$ cat config.mk
export PLATFORM = sky130hd
export DESIGN_NAME = keypad_word_entry
export DESIGN_NICKNAME = d
export VERILOG_FILES = /design/src/rtl/kpw_pkg.sv /design/src/rtl/kpw_row_sync.sv /design/src/rtl/kpw_scan_debounce.sv /design/src/rtl/kpw_word_acc.sv /design/src/rtl/kpw_seg_display.sv /design/src/rtl/keypad_word_entry.sv
export SDC_FILE = /design/constraint.sdc
export NUM_CORES = 1
export LEC_CHECK = 0
export BUFFER_PORTS_ARGS = -buffer_cell sky130_fd_sc_hd__buf_2
export CORE_MARGIN = 8
export CORE_UTILIZATION = 59
export CTS_CLUSTER_DIAMETER = 150
export DETAILED_ROUTE_END_ITERATION = 8
export GPL_TIMING_DRIVEN = 1
export MAX_ROUTING_LAYER = met4
export PLACE_DENSITY = 0.8
export SLEW_MARGIN = 20
export SYNTH_ARGS = -nofsm -noshare
export SYNTH_HDL_FRONTEND = slang
export SYNTH_HIERARCHICAL = 1
export SYNTH_SLANG_ARGS = --single-unit
$ cat constraint.sdc
create_clock -name clk_i -period 3.9 [get_ports clk_i]
set_clock_uncertainty 0.2 [all_clocks]
set_input_delay 0.39 -clock clk_i [delete_from_list [all_inputs] [get_ports clk_i]]
set_output_delay 0.39 -clock clk_i [all_outputs]
set_load 0.01 [all_outputs]
$ cat src/rtl/kpw_pkg.sv
package kpw_pkg;

  typedef enum logic [2:0] {
    KEY_NONE,
    KEY_ZERO,
    KEY_ONE,
    KEY_CLEAR,
    KEY_BAD
  } key_e;

  // code = {col[1:0], row_n[2:0]}
  function automatic key_e decode_key(input logic [4:0] code);
    logic [1:0] col;
    logic [2:0] rn;
    col = code[4:3];
    rn  = code[2:0];
    if (rn != 3'b110 && rn != 3'b101 && rn != 3'b011) return KEY_NONE;
    if (col == 2'd0 && rn == 3'b110) return KEY_ONE;
    if (col == 2'd3 && rn == 3'b101) return KEY_ZERO;
    if (col == 2'd3 && rn == 3'b110) return KEY_CLEAR;
    return KEY_BAD;
  endfunction

  function automatic logic [7:0] seg_of(input logic [3:0] d);
    case (d)
      4'd0:    return 8'h3F;
      4'd1:    return 8'h06;
      4'd2:    return 8'h5B;
      4'd3:    return 8'h4F;
      4'd4:    return 8'h66;
      4'd5:    return 8'h6D;
      4'd6:    return 8'h7D;
      4'd7:    return 8'h27;
      4'd8:    return 8'h7F;
      4'd9:    return 8'h6F;
      default: return 8'h00;
    endcase
  endfunction

endpackage

$ cat src/rtl/kpw_row_sync.sv
module kpw_row_sync #(
  parameter int WIDTH  = 3,
  parameter int STAGES = 2
) (
  input  logic             clk_i,
  input  logic [WIDTH-1:0] d_i,
  output logic [WIDTH-1:0] q_o
);
  // no reset: a reset value could inject a false edge downstream
  logic [WIDTH-1:0] stage_q [STAGES];

  always_ff @(posedge clk_i) stage_q[0] <= d_i;

  for (genvar s = 1; s < STAGES; s++) begin : g_stage
    always_ff @(posedge clk_i) stage_q[s] <= stage_q[s-1];
  end

  assign q_o = stage_q[STAGES-1];
endmodule

$ cat src/rtl/kpw_scan_debounce.sv
module kpw_scan_debounce #(
  parameter int SCAN_LOG2   = 11,
  parameter int SETTLE_CLKS = 16
) (
  input  logic       clk_i,
  input  logic       rst_ni,
  input  logic [2:0] rows_n_i,
  output logic [1:0] col_o,
  output logic [4:0] code_o,
  output logic       press_o
);
  localparam int TW = $clog2(SETTLE_CLKS + 1);

  logic [SCAN_LOG2-1:0] pre_q;
  logic [1:0]           col_q;
  logic [4:0]           code_q;
  logic [TW-1:0]        timer_q;
  logic                 pressed_q, pressed_d_q;
  logic                 single_low;
  logic [4:0]           cand;

  assign single_low = ($countones(~rows_n_i) == 1);
  assign cand       = {col_q, rows_n_i};

  // scan is frozen while a candidate key is visible
  always_ff @(posedge clk_i or negedge rst_ni) begin
    if (!rst_ni) begin
      pre_q <= '0;
      col_q <= '0;
    end else if (!single_low) begin
      pre_q <= pre_q + 1'b1;
      if (&pre_q) col_q <= col_q + 2'd1;
    end
  end

  always_ff @(posedge clk_i or negedge rst_ni) begin
    if (!rst_ni) begin
      code_q      <= 5'b00111;
      timer_q     <= TW'(SETTLE_CLKS - 1);
      pressed_q   <= 1'b0;
      pressed_d_q <= 1'b0;
    end else begin
      pressed_d_q <= pressed_q;
      if (!single_low) begin
        timer_q   <= TW'(SETTLE_CLKS - 1);
        pressed_q <= 1'b0;
      end else if (cand != code_q) begin
        code_q    <= cand;
        timer_q   <= TW'(SETTLE_CLKS - 1);
        pressed_q <= 1'b0;
      end else if (timer_q == '0) begin
        pressed_q <= 1'b1;
      end else begin
        timer_q <= timer_q - 1'b1;
      end
    end
  end

  assign col_o   = col_q;
  assign code_o  = code_q;
  assign press_o = pressed_q & ~pressed_d_q;
endmodule

$ cat src/rtl/kpw_word_acc.sv
module kpw_word_acc
  import kpw_pkg::*;
#(
  parameter int WORD_BITS = 16,
  localparam int CW = $clog2(WORD_BITS + 1),
  localparam int IW = $clog2(WORD_BITS)
) (
  input  logic                 clk_i,
  input  logic                 rst_ni,
  input  logic                 press_i,
  input  logic [4:0]           code_i,
  output logic [CW-1:0]        count_o,
  output logic [WORD_BITS-1:0] bits_o,
  output logic [WORD_BITS-1:0] word_o,
  output logic                 invalid_o
);
  logic [CW-1:0]        count_q;
  logic [WORD_BITS-1:0] bits_q, bits_nx, word_q;
  logic                 inv_q;
  key_e                 key;
  logic                 room;

  assign key  = decode_key(code_i);
  assign room = (count_q < CW'(WORD_BITS));

  always_comb begin
    bits_nx = bits_q;
    if (room) bits_nx[IW'(WORD_BITS - 1) - count_q[IW-1:0]] = (key == KEY_ONE);
  end

  always_ff @(posedge clk_i or negedge rst_ni) begin
    if (!rst_ni) begin
      count_q <= '0;
      bits_q  <= '0;
      word_q  <= '0;
      inv_q   <= 1'b0;
    end else if (press_i) begin
      unique case (key)
        KEY_CLEAR: begin
          count_q <= '0;
          bits_q  <= '0;
          inv_q   <= 1'b0;
        end
        KEY_ZERO, KEY_ONE: begin
          if (room) begin
            bits_q  <= bits_nx;
            count_q <= count_q + 1'b1;
            inv_q   <= 1'b0;
            if (count_q == CW'(WORD_BITS - 1)) word_q <= bits_nx;
          end else begin
            inv_q <= 1'b1;
          end
        end
        KEY_BAD:  inv_q <= 1'b1;
        default:  ;
      endcase
    end
  end

  assign count_o   = count_q;
  assign bits_o    = bits_q;
  assign word_o    = word_q;
  assign invalid_o = inv_q;
endmodule

$ cat src/rtl/kpw_seg_display.sv
module kpw_seg_display
  import kpw_pkg::*;
#(
  parameter int CW = 5
) (
  input  logic [CW-1:0] count_i,
  output logic [7:0]    tens_o,
  output logic [7:0]    ones_o
);
  int unsigned v;

  always_comb begin
    v = 32'(count_i);
    if (v > 99) begin
      tens_o = 8'h00;
      ones_o = 8'h00;
    end else begin
      tens_o = seg_of(4'(v / 10));
      ones_o = seg_of(4'(v % 10));
    end
  end
endmodule

$ cat src/rtl/keypad_word_entry.sv
module keypad_word_entry #(
  parameter int CLK_HZ    = 125_000_000,
  parameter int SETTLE_NS = 10_000_000,
  parameter int SCAN_LOG2 = 11,
  parameter int SYNC_STG  = 2
) (
  input  logic        clk_i,
  input  logic        rst_ni,
  input  logic [2:0]  row_ni,
  output logic [1:0]  col_sel_o,
  output logic        invalid_o,
  output logic [7:0]  seg_tens_o,
  output logic [7:0]  seg_ones_o,
  output logic [7:0]  led_row_a_o,
  output logic [7:0]  led_row_b_o,
  output logic [15:0] word_o
);
  localparam int WORD_BITS   = 16;
  localparam int CW          = $clog2(WORD_BITS + 1);
  localparam int SETTLE_RAW  = (CLK_HZ / 1_000_000) * SETTLE_NS / 1000;
  // settle must outlast the synchronizer so stale rows never register
  localparam int SETTLE_CLKS = (SETTLE_RAW > SYNC_STG + 2) ? SETTLE_RAW : SYNC_STG + 2;

  logic [2:0]           rows_s;
  logic [4:0]           code;
  logic                 press;
  logic [CW-1:0]        count;
  logic [WORD_BITS-1:0] bits;

  kpw_row_sync #(.WIDTH(3), .STAGES(SYNC_STG)) i_sync (
    .clk_i (clk_i),
    .d_i   (row_ni),
    .q_o   (rows_s)
  );

  kpw_scan_debounce #(.SCAN_LOG2(SCAN_LOG2), .SETTLE_CLKS(SETTLE_CLKS)) i_scan (
    .clk_i    (clk_i),
    .rst_ni   (rst_ni),
    .rows_n_i (rows_s),
    .col_o    (col_sel_o),
    .code_o   (code),
    .press_o  (press)
  );

  kpw_word_acc #(.WORD_BITS(WORD_BITS)) i_acc (
    .clk_i     (clk_i),
    .rst_ni    (rst_ni),
    .press_i   (press),
    .code_i    (code),
    .count_o   (count),
    .bits_o    (bits),
    .word_o    (word_o),
    .invalid_o (invalid_o)
  );

  kpw_seg_display #(.CW(CW)) i_seg (
    .count_i (count),
    .tens_o  (seg_tens_o),
    .ones_o  (seg_ones_o)
  );

  assign led_row_a_o = bits[15:8];
  assign led_row_b_o = bits[7:0];
endmodule

==> summary.md, run 1 <==
| Metric | Value |
|---|---|
| Initial antenna violation count | `0` |
| Netlist cell types | `81` |
| Relative slew slack | `34.6%` |
| Final std cells w/o fill | `687` |
| Clk Latency, worst-skew pair | `0.35 ns` |
| Buffers added on ports | `52` |
| Crit share post-route | `93.4%` |
| Die Wd | `110 µm` |
| Crit end category | `output port` |
| # placed instances | `668` |
| Routed WL per cell | `16.9 µm` |
| Vias/cell | `6.22` |
| Status | `complete, but fails checks` |
| Worst-Margin Slew | `0.981 ns` |
| Worst Path Arrival | `3.05 ns` |
| Largest net degree at the start of global routing | `80` |
| Leak | `2.42 nW` |
| CTS tree | `yes` |
| Fin crit period | `3.64 ns` |
| Slew Viols, Final | `0` |
| Root Driver | `clkbuf_8` |
| RSZ-0062 raised after global routing | `false` |
| Max-cap check violation count | `0` |
| Final hold vios | `11` |
| Setup TNS Final | `0 ns` |
| P&R area growth vs syn | `9.49%` |
| IO Count | `56` |
| Mapped Cells | `532` |
| Die Span Y | `110 µm` |
| Placed wire-length estimate | `8180 µm` |
| FFs w/ async S/R, synth | `92.9%` |
| Worst-path maximum fanout | `5` |
| Die ar. | `0.0120 mm²` |
| Endpoints failing setup | `0` |
| Critical path launch point type | `flop` |
| Vias in the first global route | `4195` |
| TritonRoute pass-1 iters | `5` |
| Clk sink count | `85` |
| Number of CTS-inserted buffers | `9` |
| Via Count | `4271` |
| Reg clk slew, reported paths | `0.08 ns` |
| Post-synth top flop | `dfrtp_1` |
| Clock Tree Buf Depth | `2` |
| Mean post-synth cell area | `9.71 µm²` |
| Post-synthesis sequential area ratio | `40.9%` |
| GP Congestion | `0.915` |
| Final wirelength | `11600 µm` |
| Ant diodes | `0` |
| CTS H-tree lvls | `3` |
| Total track usage | `20.6%` |
| Max frequency | `0.274 GHz` |
| Commonest non-fill, non-tap cell in the layout | `dfrtp_1` |
| First-pass GRT wire length | `19500 µm` |
| First DRT Iteration DRCs | `381` |
| Peak supply drop | `0.000312 V` |
| Detail Route Antenna Nets | `0` |
| Fillers | `704` |
| DRC Markers | `0` |
| Most frequent cells in the layout | `dfrtp_1, buf_2, nand2_1` |
| Initial Util | `60.1%` |
| Pwr/cell area | `327 mW/mm²` |
| Core Area | `0.00859 mm²` |
| Row Count | `34` |
| Final #Nets | `597` |
| Synth Cell Area | `0.00517 mm²` |
| Global route overflow | `0` |
| Hold WS | `-0.0136 ns` |
| Layout cells sized above 1 | `20.2%` |
| WS Path Type | `reg -> out` |
| WP data required | `3.31 ns` |
| Yosys reg bits | `85` |
| Synthesis warning total | `6` |
| Worst hold path type | `in -> async` |
| Violated checks | `negative hold slack` |
| EDFF count, synth | `0` |
[sequential cells by signal, summed over array words and instances, names as in the netlist, 2 cells and up]
name / cells
i_scan/pre_q: 11
i_acc/bits_o: 16
i_scan/code_o: 5
i_acc/count_o: 5
i_acc/word_o: 16
i_scan/timer_q: 21
i_scan/col_o: 2
i_sync/stage_q: 6
[power by group]
part / internal, mW / leakage, nW / switching, mW
Sequential: 0.942 / 1.09 / 0.0641
Combinational: 0.0981 / 1.23 / 0.145
Clock: 0.296 / 0.0943 / 0.302
[kinds of logic (layout without fill, tap and decap cells)]
logic type | Yosys count | after routing | synth area share, %
buf+inv | 55 | 101 | 5.67
xor+xnor | 21 | 21 | 3.56
other cells | 2 | 3 | 0.145
fa+ha+maj | 18 | 18 | 4.50
simple gates | 187 | 187 | 21.6
flops | 85 | 85 | 40.9
compound gates | 147 | 147 | 20.2
mux | 17 | 17 | 3.44
[path summary, 6_finish.rpt]
| path | cells past startpoint | to | startpoint | slack, ns |
|---|---|---|---|---|
| worst max-delay path | 14 | seg_ones_o[3] | i_acc/count_o[2] | 0.26 |
| worst min-delay path | 1 | i_acc/word_o[9] | rst_ni | -0.01 |
| worst max register to register | 5 | i_scan/timer_q[16] | i_sync/stage_q[0][5] | 0.97 |
| worst min register to register | 0 | i_sync/stage_q[0][3] | i_sync/stage_q[0][0] | 0.13 |
| max in group asynchronous | 1 | i_scan/pre_q[4] | rst_ni | 2.87 |
| min in group clk_i | 0 | i_sync/stage_q[0][3] | i_sync/stage_q[0][0] | 0.13 |
[synthesized netlist by cell type, drive strengths merged (3+ instances only)]
library cell | instances | area [µm²]
a211o | 4 | 35.0
a21boi | 5 | 48.8
a21oi | 26 | 130
a221o | 3 | 30.0
a22o | 9 | 78.8
a22oi | 7 | 52.6
a31oi | 3 | 18.8
a32oi | 3 | 26.3
and2 | 9 | 56.3
and3 | 8 | 50.1
buf | 26 | 184
clkbuf | 4 | 15.0
dfrtp | 65 | 1630
dfstp | 14 | 368
dfxtp | 6 | 120
ha | 17 | 213
inv | 25 | 93.8
mux2 | 6 | 67.6
mux2i | 11 | 110
nand2 | 43 | 161
nand2b | 5 | 31.3
nand3 | 29 | 145
nand4 | 7 | 50.1
nor2 | 22 | 97.6
nor2b | 9 | 56.3
nor3 | 9 | 50.1
nor4 | 8 | 86.3
nor4b | 5 | 65.1
o211ai | 10 | 75.1
o21a | 5 | 37.5
o21ai | 33 | 173
o221ai | 3 | 32.5
o2bb2ai | 9 | 78.8
o31ai | 5 | 37.5
or2 | 3 | 18.8
or3 | 11 | 68.8
or4 | 10 | 86.3
xnor2 | 9 | 78.8
xor2 | 12 | 105
[what timing repair did]
item / CTS / global route
resized for setup: 0 / 2
hold endpoints to repair: 3 / 0
buffers inserted: 0 / 0
hold buffers: 3 / 0
setup endpoints to repair: 0 / 6
[cell type report]
cell class	count	area (µm²)	area share, %
tap	108	135	2.39
clock inverter	4	48.8	0.862
clock buffer	12	135	2.39
timing repair buffer	60	330	5.84
inverter	25	93.8	1.66
multi-input combinational	393	2800	49.5
sequential	85	2110	37.4
[per-layer routing]
layer / vias to the layer above / wire length, µm / GRT usage [%]
met5: - / 0 / -
met4: 0 / 193 / 6.75
met3: 24 / 837 / 4.81
met2: 160 / 5460 / 31.7
met1: 2036 / 5100 / 26.1
li1: 2051 / - / -
[stage by stage]
step                utilization (%)  power (mW)  area [µm²]  setup WS, ns
floorplan                         -        1.20        5170         0.559
global placement               63.0        1.25        5410         0.645
detailed placement             63.0        1.26        5410         0.478
CTS                            65.5        1.87        5630        0.0561
global route                   65.8        1.95        5660       0.00827
finish                         65.8        1.85        5660         0.256
[worst max-delay path: stages, from the launching register on]
cell	delay [ns]
dfrtp_1	0.38
inv_1	0.12
ha_1	0.16
inv_1	0.04
ha_1	0.26
nor2b_1	0.17
o2111a_2	0.29
nor2_4	0.09
xnor2_4	0.20
ha_1	0.31
inv_1	0.09
a21oi_1	0.06
a311oi_1	0.25
o21ai_0	0.12
buf_2	0.15
Power figures use the tool's default switching activity.
==> inputs of run 2 (changes only) <==
--- a/config.mk
+++ b/config.mk
@@ -6,6 +6,7 @@
 export NUM_CORES = 1
 export LEC_CHECK = 0
 export BUFFER_PORTS_ARGS = -buffer_cell sky130_fd_sc_hd__buf_2
+export CORE_ASPECT_RATIO = 0.9
 export CORE_MARGIN = 8
 export CORE_UTILIZATION = 59
 export CTS_CLUSTER_DIAMETER = 150
==> summary.md, run 2 (synthesized netlist as in run 1, its figures left out) <==
| Metric | Value |
|---|---|
| Status | `complete, but fails checks` |
| Violated checks | `negative hold slack` |
| Root Driver | `clkbuf_8` |
| CTS tree | `yes` |
| Initial Util | `60.6%` |
| Vias in the first global route | `4375` |
| Final wirelength | `11700 µm` |
| Placed wire-length estimate | `8190 µm` |
| Die Span Y | `105 µm` |
| WP data required | `3.31 ns` |
| Core Area | `0.00853 mm²` |
| RSZ-0062 raised after global routing | `false` |
| IO Count | `56` |
| Final WS setup | `0.275 ns` |
| Total track usage | `20.8%` |
| Crit share post-route | `92.9%` |
| Final hold vios | `11` |
| R2R Path End | `i_scan/timer_q[2]` |
| Total power | `1.92 mW` |
| Hold WS | `-0.0348 ns` |
| Final #Nets | `598` |
| R2R Setup Slk | `1.06 ns` |
| Relative slew slack | `35.5%` |
| Worst-Margin Slew | `0.967 ns` |
| Worst Reg2Reg Path Length in Cells | `5` |
| Worst Path Arrival | `3.03 ns` |
| Layout cells sized above 1 | `20.9%` |
| Initial antenna violation count | `0` |
| Reg2reg start | `i_sync/stage_q[0][4]` |
| Global route overflow | `0` |
| Leak | `2.44 nW` |
| Worst hold path type | `in -> async` |
| WS Path Type | `reg -> out` |
| Reg clk slew, reported paths | `0.10 ns` |
| Clk sink count | `85` |
| TritonRoute pass-1 iters | `6` |
| Number of flip-flops in the largest register | `21` |
| Most frequent cells in the layout | `dfrtp_1, buf_2, nand2_1` |
| Via Count | `4254` |
| Largest net degree at the start of global routing | `80` |
| Dpl ws | `0.593 ns` |
| Max frequency | `0.276 GHz` |
| Row Count | `32` |
| Ant diodes | `0` |
| Routed WL per cell | `16.7 µm` |
| Slew Viols, Final | `0` |
| Pwr/cell area | `337 mW/mm²` |
| Setup TNS Final | `0 ns` |
| Vias/cell | `6.09` |
| Critical path launch point type | `flop` |
| P&R area growth vs syn | `10.2%` |
| Max-cap check violation count | `0` |
| Endpoints failing setup | `0` |
| Clock Tree Buf Depth | `2` |
| Top reg by flops | `i_scan/timer_q` |
| Fin crit period | `3.62 ns` |
| GP Congestion | `0.922` |
| First DRT Iteration DRCs | `256` |
| Peak supply drop | `0.000358 V` |
| Crit end category | `output port` |
| Die ar. | `0.0120 mm²` |
| Buffers added on ports | `52` |
| CTS H-tree lvls | `3` |
| First-pass GRT wire length | `20300 µm` |
| Clk Latency, worst-skew pair | `0.36 ns` |
| Worst-path maximum fanout | `5` |
| Number of CTS-inserted buffers | `9` |
| Commonest non-fill, non-tap cell in the layout | `dfrtp_1` |
| DRC Markers | `0` |
| Detail Route Antenna Nets | `0` |
| Die Wd | `115 µm` |
| Final Util | `66.8%` |
[run 2: cell count changes in the layout (fill, tap and decap cells not counted), sizes merged]
cell | previous run | this run
buf | 57 | 58
inv | 25 | 30
clkbuf | 12 | 9
clkinv | 3 | 1
[run 2: through the flow]
step                      std cells  area, µm²
after CTS                       699       5680
after floorplan                 533       5170
after global routing            699       5700
after global placement          680       5440
final                           699       5700
after detailed placement        680       5440
[run 2: what timing repair did]
action,in CTS,in global routing
hold buffers,3,0
setup buffers,0,0
endpoints found under the setup margin,0,4
endpoints found under the hold margin,3,0
gates resized for setup,0,1
[run 2: report_power, final]
part / internal, mW / switching (mW)
registers: 0.942 / 0.0690
logic: 0.103 / 0.150
clock network: 0.313 / 0.343
total: 1.36 / 0.563
[run 2: worst max-delay path, cell delays in order, from the launching register on]
cell	delay [ns]
dfrtp_1	0.38
inv_1	0.11
ha_1	0.15
inv_1	0.04
ha_1	0.26
nor2b_1	0.18
o2111a_2	0.31
nor2_4	0.08
xnor2_2	0.17
ha_1	0.37
inv_1	0.09
a21oi_1	0.07
a311oi_1	0.23
o21ai_0	0.11
buf_2	0.15
[run 2: how the worst max path moves through the flow]
stage	startpoint	end	slack [ns]
5_1_grt	i_acc/count_o[2]	seg_ones_o[3]	0.08
2_1_floorplan	i_acc/count_o[2]	seg_ones_o[3]	0.56
3_5_place_dp	i_acc/count_o[2]	seg_ones_o[5]	0.59
6_report	i_acc/count_o[2]	seg_ones_o[3]	0.28
4_1_cts	i_acc/count_o[2]	seg_ones_o[3]	0.18
3_3_place_gp	i_acc/count_o[2]	seg_ones_o[3]	0.65
[run 2: routing by layer]
metal	GRT usage, %	wire length, µm	up-vias
met2	33.2	5500	132
met1	25.9	5350	2066
met3	4.14	637	15
li1	-	-	2041
met5	-	0	-
met4	6.55	167	0
[run 2: cell type report]
| class | count | area, µm² |
|---|---|---|
| sequential | 85 | 2110 |
| timing repair buffer | 61 | 338 |
| tap | 119 | 149 |
| clock inverter | 7 | 87.6 |
| multi-input combinational | 393 | 2790 |
| fill | 678 | 2830 |
| clock buffer | 9 | 124 |
| inverter | 25 | 93.8 |
==> inputs of run 3 (changes only) <==
--- a/config.mk
+++ b/config.mk
@@ -8,12 +8,12 @@
 export BUFFER_PORTS_ARGS = -buffer_cell sky130_fd_sc_hd__buf_2
 export CORE_ASPECT_RATIO = 0.9
 export CORE_MARGIN = 8
-export CORE_UTILIZATION = 59
+export CORE_UTILIZATION = 54
 export CTS_CLUSTER_DIAMETER = 150
 export DETAILED_ROUTE_END_ITERATION = 8
 export GPL_TIMING_DRIVEN = 1
 export MAX_ROUTING_LAYER = met4
-export PLACE_DENSITY = 0.8
+export PLACE_DENSITY = 0.77
 export SLEW_MARGIN = 20
 export SYNTH_ARGS = -nofsm -noshare
 export SYNTH_HDL_FRONTEND = slang
==> constraint.sdc (replaced) <==
create_clock -name clk_i -period 3.1 [get_ports clk_i]
set_clock_uncertainty 0.2 [all_clocks]
set_input_delay 0.31 -clock clk_i [delete_from_list [all_inputs] [get_ports clk_i]]
set_output_delay 0.31 -clock clk_i [all_outputs]
set_load 0.01 [all_outputs]
==> summary.md, run 3 (synthesized netlist as in run 1, its figures left out) <==
| Metric | Value |
|---|---|
| Crit end category | `output port` |
| Status | `complete, but fails checks` |
| Initial Util | `54.5%` |
| Clock Tree Buf Depth | `2` |
| Clk Latency, worst-skew pair | `0.35 ns` |
| IO Count | `56` |
| Top reg by flops | `i_scan/timer_q` |
| DRC Markers | `0` |
| Detail Route Antenna Nets | `0` |
| Cell mode on critical path | `ha_4` |
| First DRT Iteration DRCs | `358` |
| Worst Path Arrival | `2.74 ns` |
| Number of flip-flops in the largest register | `21` |
| Fillers | `784` |
| Crit-path cells | `inv_2 > ha_4 > inv_2 > ha_4 > nor2b_4 > o2111a_2 > nor2_4 > xnor2_2 > buf_4 > ha_4 > inv_4 > a21oi_2 > a311oi_1 > o21ai_1 > buf_2` |
| Total track usage | `19.5%` |
| Buffers added on ports | `52` |
| Max frequency | `0.308 GHz` |
| RSZ-0062 raised after global routing | `true` |
| Vias in the first global route | `4299` |
| Commonest non-fill, non-tap cell in the layout | `dfrtp_1` |
| Worst-path maximum fanout | `4` |
| Initial antenna violation count | `0` |
| CTS H-tree lvls | `3` |
| Die Span Y | `109 µm` |
| Dpl ws | `-0.0563 ns` |
| Largest net degree at the start of global routing | `80` |
| Die Wd | `119 µm` |
| GP Congestion | `0.949` |
| Number of CTS-inserted buffers | `9` |
| Relative slew slack | `52.8%` |
| Worst-path cell with the longest stage delay | `dfrtp_1` |
| CP peak stage delay | `0.40 ns` |
| CTS tree | `yes` |
| Clk sink count | `85` |
| Final Util | `62.5%` |
| First-pass GRT wire length | `20600 µm` |
| Max-cap check violation count | `0` |
| Final wirelength | `12300 µm` |
| Peak supply drop | `0.000409 V` |
| Vias/cell | `6.10` |
| Root Driver | `clkbuf_8` |
| Via Count | `4413` |
| R2R Path End | `i_acc/word_o[3]` |
| P&R area growth vs syn | `14.6%` |
| Reg clk slew, reported paths | `0.09 ns` |
| Final #Nets | `615` |
| Die ar. | `0.0130 mm²` |
| Reg2reg start | `i_acc/count_o[0]` |
| Worst Setup SP | `i_acc/count_o[2]` |
| Critical Path End | `seg_ones_o[3]` |
| Total power | `2.31 mW` |
| Worst hold path type | `reg -> reg` |
| Worst-Margin Slew | `0.708 ns` |
| Global route overflow | `0` |
| WP data required | `2.59 ns` |
| Slew Viols, Final | `0` |
| Leak | `2.50 nW` |
| Placed wire-length estimate | `8580 µm` |
| Layout cells sized above 1 | `26.3%` |
| WS Path Type | `reg -> out` |
| Final hold vios | `0` |
| Row Count | `34` |
| R2R Setup Slk | `0.62 ns` |
| Crit share post-route | `105%` |
| Critical path launch point type | `flop` |
| Violated checks | `negative setup slack` |
| Core Area | `0.00949 mm²` |
| Worst Reg2Reg Path Length in Cells | `7` |
| TritonRoute pass-1 iters | `4` |
| Most frequent cells in the layout | `dfrtp_1, buf_2, nand2_1` |
| Pwr/cell area | `390 mW/mm²` |
| Fin crit period | `3.25 ns` |
| Ant diodes | `0` |
| Routed WL per cell | `17.0 µm` |
| Final WS setup | `-0.148 ns` |
| Endpoints failing setup | `7` |
| Setup TNS Final | `-0.489 ns` |
## run 3: what timing repair did
action,in CTS,in global routing
pin swaps,11,14
gates cloned,0,0
hold buffers,4,0
resized for setup,22,10
buffers inserted,9,2
hold endpoints to repair,68,0
setup endpoints to repair,7,7
## run 3: per-layer routing
metal,GRT usage (%),part of all wire (%)
met2,32.5,49
met5,-,0
met3,3.05,5.3
met4,6.40,1.5
met1,24.0,44
## run 3: power breakdown
| group | internal [mW] | total (mW) | switching, mW |
|---|---|---|---|
| Combinational | 0.134 | 0.322 | 0.187 |
| Clock | 0.301 | 0.725 | 0.424 |
| Sequential | 1.19 | 1.26 | 0.0793 |
| Total | 1.62 | 2.31 | 0.691 |
## run 3: how the worst min path moves through the flow
stage / start / to / cells after the start
floorplan: rst_ni / i_acc/bits_o[0] / 0
global placement: i_sync/stage_q[0][2] / i_sync/stage_q[0][5] / 0
detailed placement: i_sync/stage_q[0][2] / i_sync/stage_q[0][5] / 0
CTS: i_sync/stage_q[0][2] / i_sync/stage_q[0][5] / 0
global route: i_sync/stage_q[0][1] / i_sync/stage_q[0][4] / 0
finish: i_sync/stage_q[0][2] / i_sync/stage_q[0][5] / 0
## run 3: cell type report
type | count | area (µm²) | area share (%)
sequential | 85 | 2110 | 35.7
tap | 126 | 158 | 2.66
clock buffer | 9 | 124 | 2.09
multi-input combinational | 393 | 2900 | 48.9
timing repair buffer | 78 | 475 | 8.03
clock inverter | 7 | 56.3 | 0.950
inverter | 25 | 98.8 | 1.67
## run 3: metrics by stage
stage,hold slack [ns],std cells,area (µm²)
detailed placement,0.112,693,5500
floorplan,-0.186,533,5180
global placement,0.116,693,5500
CTS,0.134,722,5860
finish,0.134,723,5920
global route,0.139,723,5920
## run 3: critical path, delay by kind of cell, from the launching register on
family          cells  cell delay (ns)
xor+xnor            1             0.13
fa+ha+maj           3             0.57
flops               1             0.40
compound gates      4             0.64
buf+inv             5             0.48
simple gates        2             0.18
